**src/rtl/stencil_pkg.sv**
```systemverilog
package stencil_pkg;
  localparam int NUM_BANKS = 3;

  typedef logic [1:0] bank_sel_t;

  function automatic bank_sel_t bank_prev(bank_sel_t b);
    return (b == 2'd0) ? 2'd2 : b - 2'd1;
  endfunction

  function automatic bank_sel_t bank_next(bank_sel_t b);
    return (b == 2'd2) ? 2'd0 : b + 2'd1;
  endfunction
endpackage

```
**src/rtl/stencil_window.sv**
```systemverilog
module stencil_window
  import stencil_pkg::*;
#(
  parameter int DATA_W = 32,
  parameter int ROWS   = 8
) (
  input  logic              clk,
  input  logic              rst,
  input  logic              en,
  input  logic              in_fire,
  input  logic              in_sop,
  input  logic [DATA_W-1:0] in_data,
  output logic              s1_valid,
  output logic [DATA_W:0]   s1_hsum,
  output logic [DATA_W-1:0] s1_mid,
  output logic [DATA_W-1:0] s1_up,
  output logic [DATA_W-1:0] s1_down,
  output logic              s1_edge
);
  localparam int ROW_W = (ROWS > 1) ? $clog2(ROWS) : 1;
  localparam logic [ROW_W-1:0] LAST_ROW = ROW_W'(ROWS - 1);

  logic [ROW_W-1:0] row_q, cur_row, up_row, dn_row;
  bank_sel_t        wr_bank_q, cur_bank, mid_bank, left_bank;
  logic [1:0]       cols_q, cur_cols;
  logic             last_row;

  logic [DATA_W-1:0] rd_at [NUM_BANKS];
  logic [DATA_W-1:0] rd_up [NUM_BANKS];
  logic [DATA_W-1:0] rd_dn [NUM_BANKS];
  logic [DATA_W-1:0] left_val;

  // A start flag re-bases the position to column 0, row 0, bank 0.
  always_comb begin
    cur_row   = in_sop ? '0 : row_q;
    cur_bank  = in_sop ? 2'd0 : wr_bank_q;
    cur_cols  = in_sop ? 2'd0 : cols_q;
    last_row  = (cur_row == LAST_ROW);
    mid_bank  = bank_prev(cur_bank);
    left_bank = bank_prev(mid_bank);
    up_row    = (cur_row == '0) ? cur_row : cur_row - 1'b1;
    dn_row    = last_row ? cur_row : cur_row + 1'b1;
  end

  for (genvar g = 0; g < NUM_BANKS; g++) begin : g_bank
    logic [DATA_W-1:0] col_mem [ROWS];
    always_ff @(posedge clk) begin
      if (in_fire && cur_bank == 2'(g)) col_mem[cur_row] <= in_data;
    end
    assign rd_at[g] = col_mem[cur_row];
    assign rd_up[g] = col_mem[up_row];
    assign rd_dn[g] = col_mem[dn_row];
  end

  assign left_val = rd_at[left_bank];

  always_ff @(posedge clk) begin
    if (rst) begin
      row_q     <= '0;
      wr_bank_q <= 2'd0;
      cols_q    <= 2'd0;
    end else if (in_fire) begin
      if (last_row) begin
        row_q     <= '0;
        wr_bank_q <= bank_next(cur_bank);
        cols_q    <= (cur_cols == 2'd2) ? 2'd2 : cur_cols + 2'd1;
      end else begin
        row_q     <= cur_row + 1'b1;
        wr_bank_q <= cur_bank;
        cols_q    <= cur_cols;
      end
    end
  end

  always_ff @(posedge clk) begin
    if (rst) begin
      s1_valid <= 1'b0;
    end else if (en) begin
      s1_valid <= in_fire && (cur_cols == 2'd2);
    end
  end

  always_ff @(posedge clk) begin
    if (en) begin
      s1_hsum <= {left_val[DATA_W-1], left_val} + {in_data[DATA_W-1], in_data};
      s1_mid  <= rd_at[mid_bank];
      s1_up   <= rd_up[mid_bank];
      s1_down <= rd_dn[mid_bank];
      s1_edge <= (cur_row == '0) || last_row;
    end
  end

  // the row position never leaves the column.
  p_row_bound_r2: assert property (@(posedge clk) disable iff (rst)
    row_q <= LAST_ROW);
  // the bank pointer stays inside the ring.
  p_bank_range_r2: assert property (@(posedge clk) disable iff (rst)
    wr_bank_q != 2'd3);
  // a start flag never produces a result from the old window.
  p_sop_flush_r8: assert property (@(posedge clk) disable iff (rst)
    in_fire && in_sop |=> !s1_valid);
endmodule

```
**src/rtl/stencil_vsum.sv**
```systemverilog
module stencil_vsum #(
  parameter int DATA_W = 32
) (
  input  logic              clk,
  input  logic              rst,
  input  logic              en,
  input  logic              s1_valid,
  input  logic [DATA_W:0]   s1_hsum,
  input  logic [DATA_W-1:0] s1_mid,
  input  logic [DATA_W-1:0] s1_up,
  input  logic [DATA_W-1:0] s1_down,
  input  logic              s1_edge,
  output logic              s2_valid,
  output logic [DATA_W+1:0] s2_sum,
  output logic [DATA_W-1:0] s2_mid,
  output logic              s2_edge
);
  localparam int SUM_W = DATA_W + 2;

  always_ff @(posedge clk) begin
    if (rst) s2_valid <= 1'b0;
    else if (en) s2_valid <= s1_valid;
  end

  always_ff @(posedge clk) begin
    if (en) begin
      s2_sum  <= {s1_hsum[DATA_W], s1_hsum}
               + {{2{s1_up[DATA_W-1]}}, s1_up}
               + {{2{s1_down[DATA_W-1]}}, s1_down};
      s2_mid  <= s1_mid;
      s2_edge <= s1_edge;
    end
  end

  // non-negative operands never wrap into a negative total.
  p_no_overflow_r4: assert property (@(posedge clk) disable iff (rst)
    $past(en && s1_valid && !s1_hsum[DATA_W] && !s1_up[DATA_W-1] && !s1_down[DATA_W-1])
    |-> !s2_sum[SUM_W-1]);
  // negative operands never wrap into a non-negative total.
  p_no_underflow_r4: assert property (@(posedge clk) disable iff (rst)
    $past(en && s1_valid && s1_hsum[DATA_W] && s1_up[DATA_W-1] && s1_down[DATA_W-1])
    |-> s2_sum[SUM_W-1]);
endmodule

```
**src/rtl/stencil_scale.sv**
```systemverilog
module stencil_scale #(
  parameter int DATA_W = 32
) (
  input  logic              clk,
  input  logic              rst,
  input  logic              en,
  input  logic              s2_valid,
  input  logic [DATA_W+1:0] s2_sum,
  input  logic [DATA_W-1:0] s2_mid,
  input  logic              s2_edge,
  output logic              out_valid,
  output logic [DATA_W-1:0] out_data
);
  localparam int SUM_W = DATA_W + 2;

  always_ff @(posedge clk) begin
    if (rst) out_valid <= 1'b0;
    else if (en) out_valid <= s2_valid;
  end

  // Dropping the two low bits is an arithmetic shift by two (floor of /4).
  always_ff @(posedge clk) begin
    if (rst) out_data <= '0;
    else if (en) out_data <= s2_edge ? s2_mid : s2_sum[SUM_W-1:2];
  end

  // a held result stays put.
  p_hold_r7: assert property (@(posedge clk) disable iff (rst)
    out_valid && !en |=> out_valid && $stable(out_data));
  // a result only appears behind a valid second stage.
  p_origin_r6: assert property (@(posedge clk) disable iff (rst)
    $rose(out_valid) |-> $past(s2_valid));
endmodule

```
**src/rtl/stencil_col_pipe.sv**
```systemverilog
module stencil_col_pipe #(
  parameter int DATA_W = 32,
  parameter int ROWS   = 8
) (
  input  logic              clk,
  input  logic              rst,
  input  logic              in_valid,
  output logic              in_ready,
  input  logic              in_sop,
  input  logic [DATA_W-1:0] in_data,
  output logic              out_valid,
  input  logic              out_ready,
  output logic [DATA_W-1:0] out_data
);
  logic              en, in_fire;
  logic              s1_valid, s1_edge, s2_valid, s2_edge;
  logic [DATA_W:0]   s1_hsum;
  logic [DATA_W-1:0] s1_mid, s1_up, s1_down, s2_mid;
  logic [DATA_W+1:0] s2_sum;

  // One enable moves every stage; it drops only while a result is refused.
  assign en       = !out_valid || out_ready;
  assign in_ready = en;
  assign in_fire  = in_valid && en;

  stencil_window #(.DATA_W(DATA_W), .ROWS(ROWS)) u_window (
    .clk(clk), .rst(rst), .en(en), .in_fire(in_fire), .in_sop(in_sop),
    .in_data(in_data), .s1_valid(s1_valid), .s1_hsum(s1_hsum),
    .s1_mid(s1_mid), .s1_up(s1_up), .s1_down(s1_down), .s1_edge(s1_edge)
  );

  stencil_vsum #(.DATA_W(DATA_W)) u_vsum (
    .clk(clk), .rst(rst), .en(en), .s1_valid(s1_valid), .s1_hsum(s1_hsum),
    .s1_mid(s1_mid), .s1_up(s1_up), .s1_down(s1_down), .s1_edge(s1_edge),
    .s2_valid(s2_valid), .s2_sum(s2_sum), .s2_mid(s2_mid), .s2_edge(s2_edge)
  );

  stencil_scale #(.DATA_W(DATA_W)) u_scale (
    .clk(clk), .rst(rst), .en(en), .s2_valid(s2_valid), .s2_sum(s2_sum),
    .s2_mid(s2_mid), .s2_edge(s2_edge), .out_valid(out_valid), .out_data(out_data)
  );

  // a refused result blocks new input.
  p_stall_blocks_input_r7: assert property (@(posedge clk) disable iff (rst)
    out_valid && !out_ready |-> !in_ready);
  // the first cycle after reset shows an empty pipeline.
  p_reset_empty_r1: assert property (@(posedge clk)
    $past(rst) |-> !out_valid);
endmodule

```
**config.mk**
```make
export PLATFORM = sky130hd
export DESIGN_NAME = stencil_col_pipe
export DESIGN_NICKNAME = d
export VERILOG_FILES = /design/src/rtl/stencil_pkg.sv /design/src/rtl/stencil_window.sv /design/src/rtl/stencil_vsum.sv /design/src/rtl/stencil_scale.sv /design/src/rtl/stencil_col_pipe.sv
export SDC_FILE = /design/constraint.sdc
export NUM_CORES = 2
export LEC_CHECK = 0
export ABC_AREA = 1
export BUFFER_PORTS_ARGS = -buffer_cell sky130_fd_sc_hd__buf_2
export CORE_ASPECT_RATIO = 2
export CORE_UTILIZATION = 30
export DETAILED_ROUTE_END_ITERATION = 8
export GPL_TIMING_DRIVEN = 1
export PLACE_DENSITY_LB_ADDON = 0.12
export SLEW_MARGIN = 20
export SYNTH_ARGS = -nofsm -noshare
export SYNTH_HDL_FRONTEND = slang
export SYNTH_SLANG_ARGS = --single-unit
```
**constraint.sdc**
```tcl
create_clock -name clk -period 19.68 [get_ports clk]
set_input_delay 4.92 -clock clk [delete_from_list [all_inputs] [get_ports clk]]
set_output_delay 4.92 -clock clk [all_outputs]
set_load 0.1 [all_outputs]
```
# Yosys cells after proc, flatten, opt, wreduce, memory -nomap -nowiden
# Memories as Yosys holds them, arrays and structs flattened.
# Cells that the tools add are included.
# op_classes
n_addsub,9
n_lt_le_gt_ge,2
eq_ne,4
muxes,31
n_bitwise,2
reduce_logical,11
# ops
cell,n
$mux W32,9
$bmux W32 S2,4
$add A33 B32 Y34,1
$add A34 B34 Y34,1
$add A32 B32 Y33,1
$mux W2,8
$mux W3,4
$ge A3 B3 Y1 const B,2
$mux W1,6
$not A2 Y3,2
$logic_and A1 B1 Y1,5
$add A2 B1 Y2 const B,2
$eq A2 B2 Y1 const B,2
$logic_not A2 Y1,2
$sub A2 B1 Y2 const B,2
$add A3 B1 Y3 const B,1
$eq A3 B3 Y1 const B,1
$logic_not A3 Y1,1
$sub A3 B1 Y3 const B,1
$eq A2 B1 Y1 const B,1
$logic_or A1 B1 Y1,2
$logic_not A1 Y1,1
# totals
regBits,239
mem_bits_rw,768
inputBits,37
out_inout_bits,34
word_cells,77
mem_count,3
# memory_table
name,words,width,rd,rd_ports_with_merged_regs,write_ports,line,text
u_window.g_bank[0].col_mem,8,32,3,0,1,stencil_window.sv:46,logic [DATA_W-1:0] col_mem [ROWS];
u_window.g_bank[1].col_mem,8,32,3,0,1,stencil_window.sv:46,
u_window.g_bank[2].col_mem,8,32,3,0,1,stencil_window.sv:46,

# Depth between registers and ports, before layout
# logic_depth
ltp_word,10
mapped_depth,24
ltp_nobuf,22

# Hierarchy
# A second synthesis with hierarchy kept.
# unflattened
cells_unflattened,7152
hier_area_um2,59062.9
# by_module_without_submodules
module,instances,cells_each,area_each_um2,seq_area_each_um2
stencil_window,1,6235,52211.3,27126.0
stencil_vsum,1,633,5165.0,2031.9
stencil_scale,1,280,1666.6,660.6
stencil_col_pipe,1,4,20.0,0.0

# Worst setup path before layout
# OpenSTA, ideal clock, no wires.
# synth_path
path_type,input port to output port
startpoint,in out_ready
endpoint,out in_ready
arrival_time_ns,11.553
slack_ns,3.207
path_stages,4
path_cell_list,nor2_1 inv_1 clkbuf_1 clkbuf_1
# synth_between
elab_chain_cells,1
# synth_rtl
item,line,text
start: declaration,stencil_col_pipe.sv:12,"input logic out_ready,"
$logic_or A1 B1 Y1,stencil_col_pipe.sv:22,assign en = !out_valid || out_ready;
end: declaration,stencil_col_pipe.sv:8,"output logic in_ready,"
# No other way between the ends.

# Final worst setup path
# Same ends and word-level chain as after synthesis.

==> results.ini <==
[outcome]
status = finished, final reports clean

[sta]
fmax_mhz = 91.1
finalSetupViolCount = 0
relSlewSlack_pct = 21.3
slew_viol_final = 0
rsz0062_at_grt = no
tightest_slew_ns = 1.18
finalCritPeriodShare_pct = 55.8
min_period_ns = 10.97
fin_setup_tns_ns = 0
fin_skew_ns = 0.0364
hold_viol = 0

[final_layout]
nNetsFinal = 6767
finalNonFillerCells = 9236
final_common_cell = nand2_1
layout_common_cells = nand2_1 (1624), edfxtp_1 (963), nand3_1 (872)
syn_to_final_growth_pct = 10.4
final_layout_size_suffix_gt1_share_pct = 6.12

[setup_path]
rr_startpoint = u_window.row_q[0]$_SDFFE_PP0P_
cp_slowest_stage_delay_ns = 0.40
worstPathCellList = buf_2 -> nor2_1 -> inv_8 -> buf_2
cp_slowest_cell = nor2_1
critPathTopFamily = buffers and inverters
worst_ep_arrival_time_ns = 6.05
path_buf_inv = 3
rrSetupSlack_ns = 13.53
critPathRequiredTime_ns = 14.76
start_kind = input pin
rr_worst_depth = 20
cp_max_fo = 72
reg2reg_to = u_window.s1_hsum[26]$_DFFE_PN_
path_class = in2out
path_common_cell = buf_2
end_kind = output port

[hold_path]
hp-start = u_window.s1_mid[1]$_DFFE_PN_
min_to = u_vsum.s2_mid[1]$_DFFE_PN_
hold_path_class = reg2reg
hold_depth = 0

[power]
ir_drop_mv = 0.0772
power_density_mw_per_mm2 = 110
power_uw = 7050
power.leakage_uw = 0.0246

[yosys]
synth_top_area_share_pct = 49.8
netlist-cell-type-count = 42
synthCells = 6798
yosys.area.top_type = edfxtp_1
netlist_area_mm2 = 0.0580
ys.warnings.count = 0
synth.area.top_cells = edfxtp_1 (50%), nand2_1 (11%), nand3_1 (7.5%), o211ai_1 (5.8%), inv_1 (4.4%)
ys_seq_area_share_pct = 51.3
ys.flop_type = edfxtp_1
avgSynthCellArea_um2 = 8.54
syn_nets = 6946
synth_seq_cells = 1005
synth_edf_count = 963
async_reset_ff_share_pct = 0

[placed_design]
dp_hpwl_um = 172000
place_inst = 9047
globalplace.congestion = 0.971
portBuffers = 70

[clocking]
path_clk_slew_ns = 0.06
clk_path_buf_depth = 3
clock-root-buffer = clkbuf_16
cts_setup_buffers = 0
cts_tree = built
clkSinkCount = 1005
clk_latency_ns = 0.74
ctsHoldBuffers = 0
htree_levels = 3
cts_buffers = 99
ctsResizeCount = 0

[routing]
vias = 52200
drt-wirelength-per-cell_um = 29.6
post-route-drc-count = 0
drt_iter0_markers = 5004
drtAntennaViolNets = 0
first_pass_iters = 7
vias_per_cell = 5.65
wirelength_um = 274000

[global_routing]
antenna_found_initial = 9
grt_pass1_vias = 50800
grt_usage_pct = 27.2
grt_pass1_wl_um = 379000
grt_max_degree = 171
gr-total-overflow = 0

[die]
die_area_mm2 = 0.195
rows = 228
die_x_um = 313
start_util_pct = 30.1
ioPinCount = 71
dieHeight_um = 624
coreArea_mm2 = 0.193

[flow_run]
drv_cap = 0

## kinds of logic after synthesis
kind of cell / synth area share [%]
and+or+nand+nor: 22.0
xor gates and xnor gates: 0.664
adders and majority gates: 2.83
buffers and inverters: 8.12
AOI/OAI and AO/OA: 15.1
DFF: 51.3
## state kept, by name, summed over array words and instances, names as in the netlist
name,cells
u_vsum.s2_edge,1
u_window.s1_hsum,33
u_window.s1_down,32
u_window.s1_up,32
u_window.s1_edge,1
u_window.s1_mid,32
u_scale.out_data,32
u_window.wr_bank_q,2
u_vsum.s2_valid,1
u_scale.out_valid,1
u_window.g_bank.col_mem,768
u_window.s1_valid,1
u_vsum.s2_mid,32
u_vsum.s2_sum,32
u_window.row_q,3
u_window.cols_q,2
## power breakdown
| part | total [uW] | leakage (uW) | internal [uW] | switching, uW |
|---|---|---|---|---|
| clock | 2040 | 0.00164 | 1110 | 930 |
| combinational | 2330 | 0.0136 | 633 | 1700 |
| sequential | 2670 | 0.00935 | 2570 | 96.5 |
| total | 7050 | 0.0246 | 4320 | 2730 |
## routing by layer
layer	part of all wire, %	GRT usage (%)	vias up
li1	-	-	23300
met5	0.015	0	-
met4	6.9	16.9	6
met3	6.0	3.11	774
met1	36	30.5	25700
met2	51	49.0	2460
## final cells by class
type,instances,area [um^2]
Antenna cell,3,7.51
Tap cell,2530,3170
Timing Repair Buffer,186,1280
Inverter,685,2600
Multi-Input combinational cell,4642,23900
Clock buffer,121,2710
Sequential cell,1005,29800
Fill cell,19800,128000
Clock inverter,64,618
## cell usage after synthesis, types with 5 or more instances
master	instances
buf_6	11
nand3_1	872
o21ai_0	503
buf_1	46
buf_4	14
nor3_1	21
nand3b_1	32
xor2_1	35
nand2_1	1632
inv_1	676
a21oi_1	290
or2_0	30
o221ai_1	5
nand4_1	20
fa_1	34
xnor2_1	9
o22ai_1	170
buf_2	204
or2_2	5
inv_2	5
ha_1	77
a31oi_1	35
clkbuf_1	191
nand2_2	5
edfxtp_1	963
dfxtp_1	42
o211ai_1	446
nor2_1	392
## stage by stage
step	utilization [%]	hold WS [ns]	setup WS, ns	area (um^2)
6_report	33.3	0.416	8.71	64100
5_1_grt	33.3	0.424	8.61	64100
4_1_cts	33.3	0.414	8.66	64000
3_3_place_gp	31.5	0.401	8.71	60700
3_5_place_dp	31.5	0.405	8.65	60700
2_1_floorplan	-	0.400	3.21	58000
## how the worst max path moves through the flow
stage | startpoint | end | cells past startpoint
CTS | out_ready | in_ready | 4
global placement | out_ready | in_ready | 4
detailed placement | out_ready | in_ready | 4
global route | out_ready | in_ready | 4
floorplan | out_ready | in_ready | 4
finish | out_ready | in_ready | 4
## worst register-to-register path, stage by stage (launching register included)
cell     delay [ns]
dfxtp_1        0.65
inv_1          0.31
nor2_4         0.15
buf_4          0.57
nand2_4        0.52
buf_4          0.53
buf_4          0.62
o22ai_1        0.23
nor2_1         0.06
nand2_1        0.09
nand2_1        0.06
nand3_1        0.29
nand2_1        0.19
ha_1           0.44
nand2_1        0.20
nor2_1         0.18
nand2_1        0.15
nor4_1         0.25
nand2_1        0.21
nand2_1        0.15
xor2_1         0.07
(Power assumes the default switching activity.)
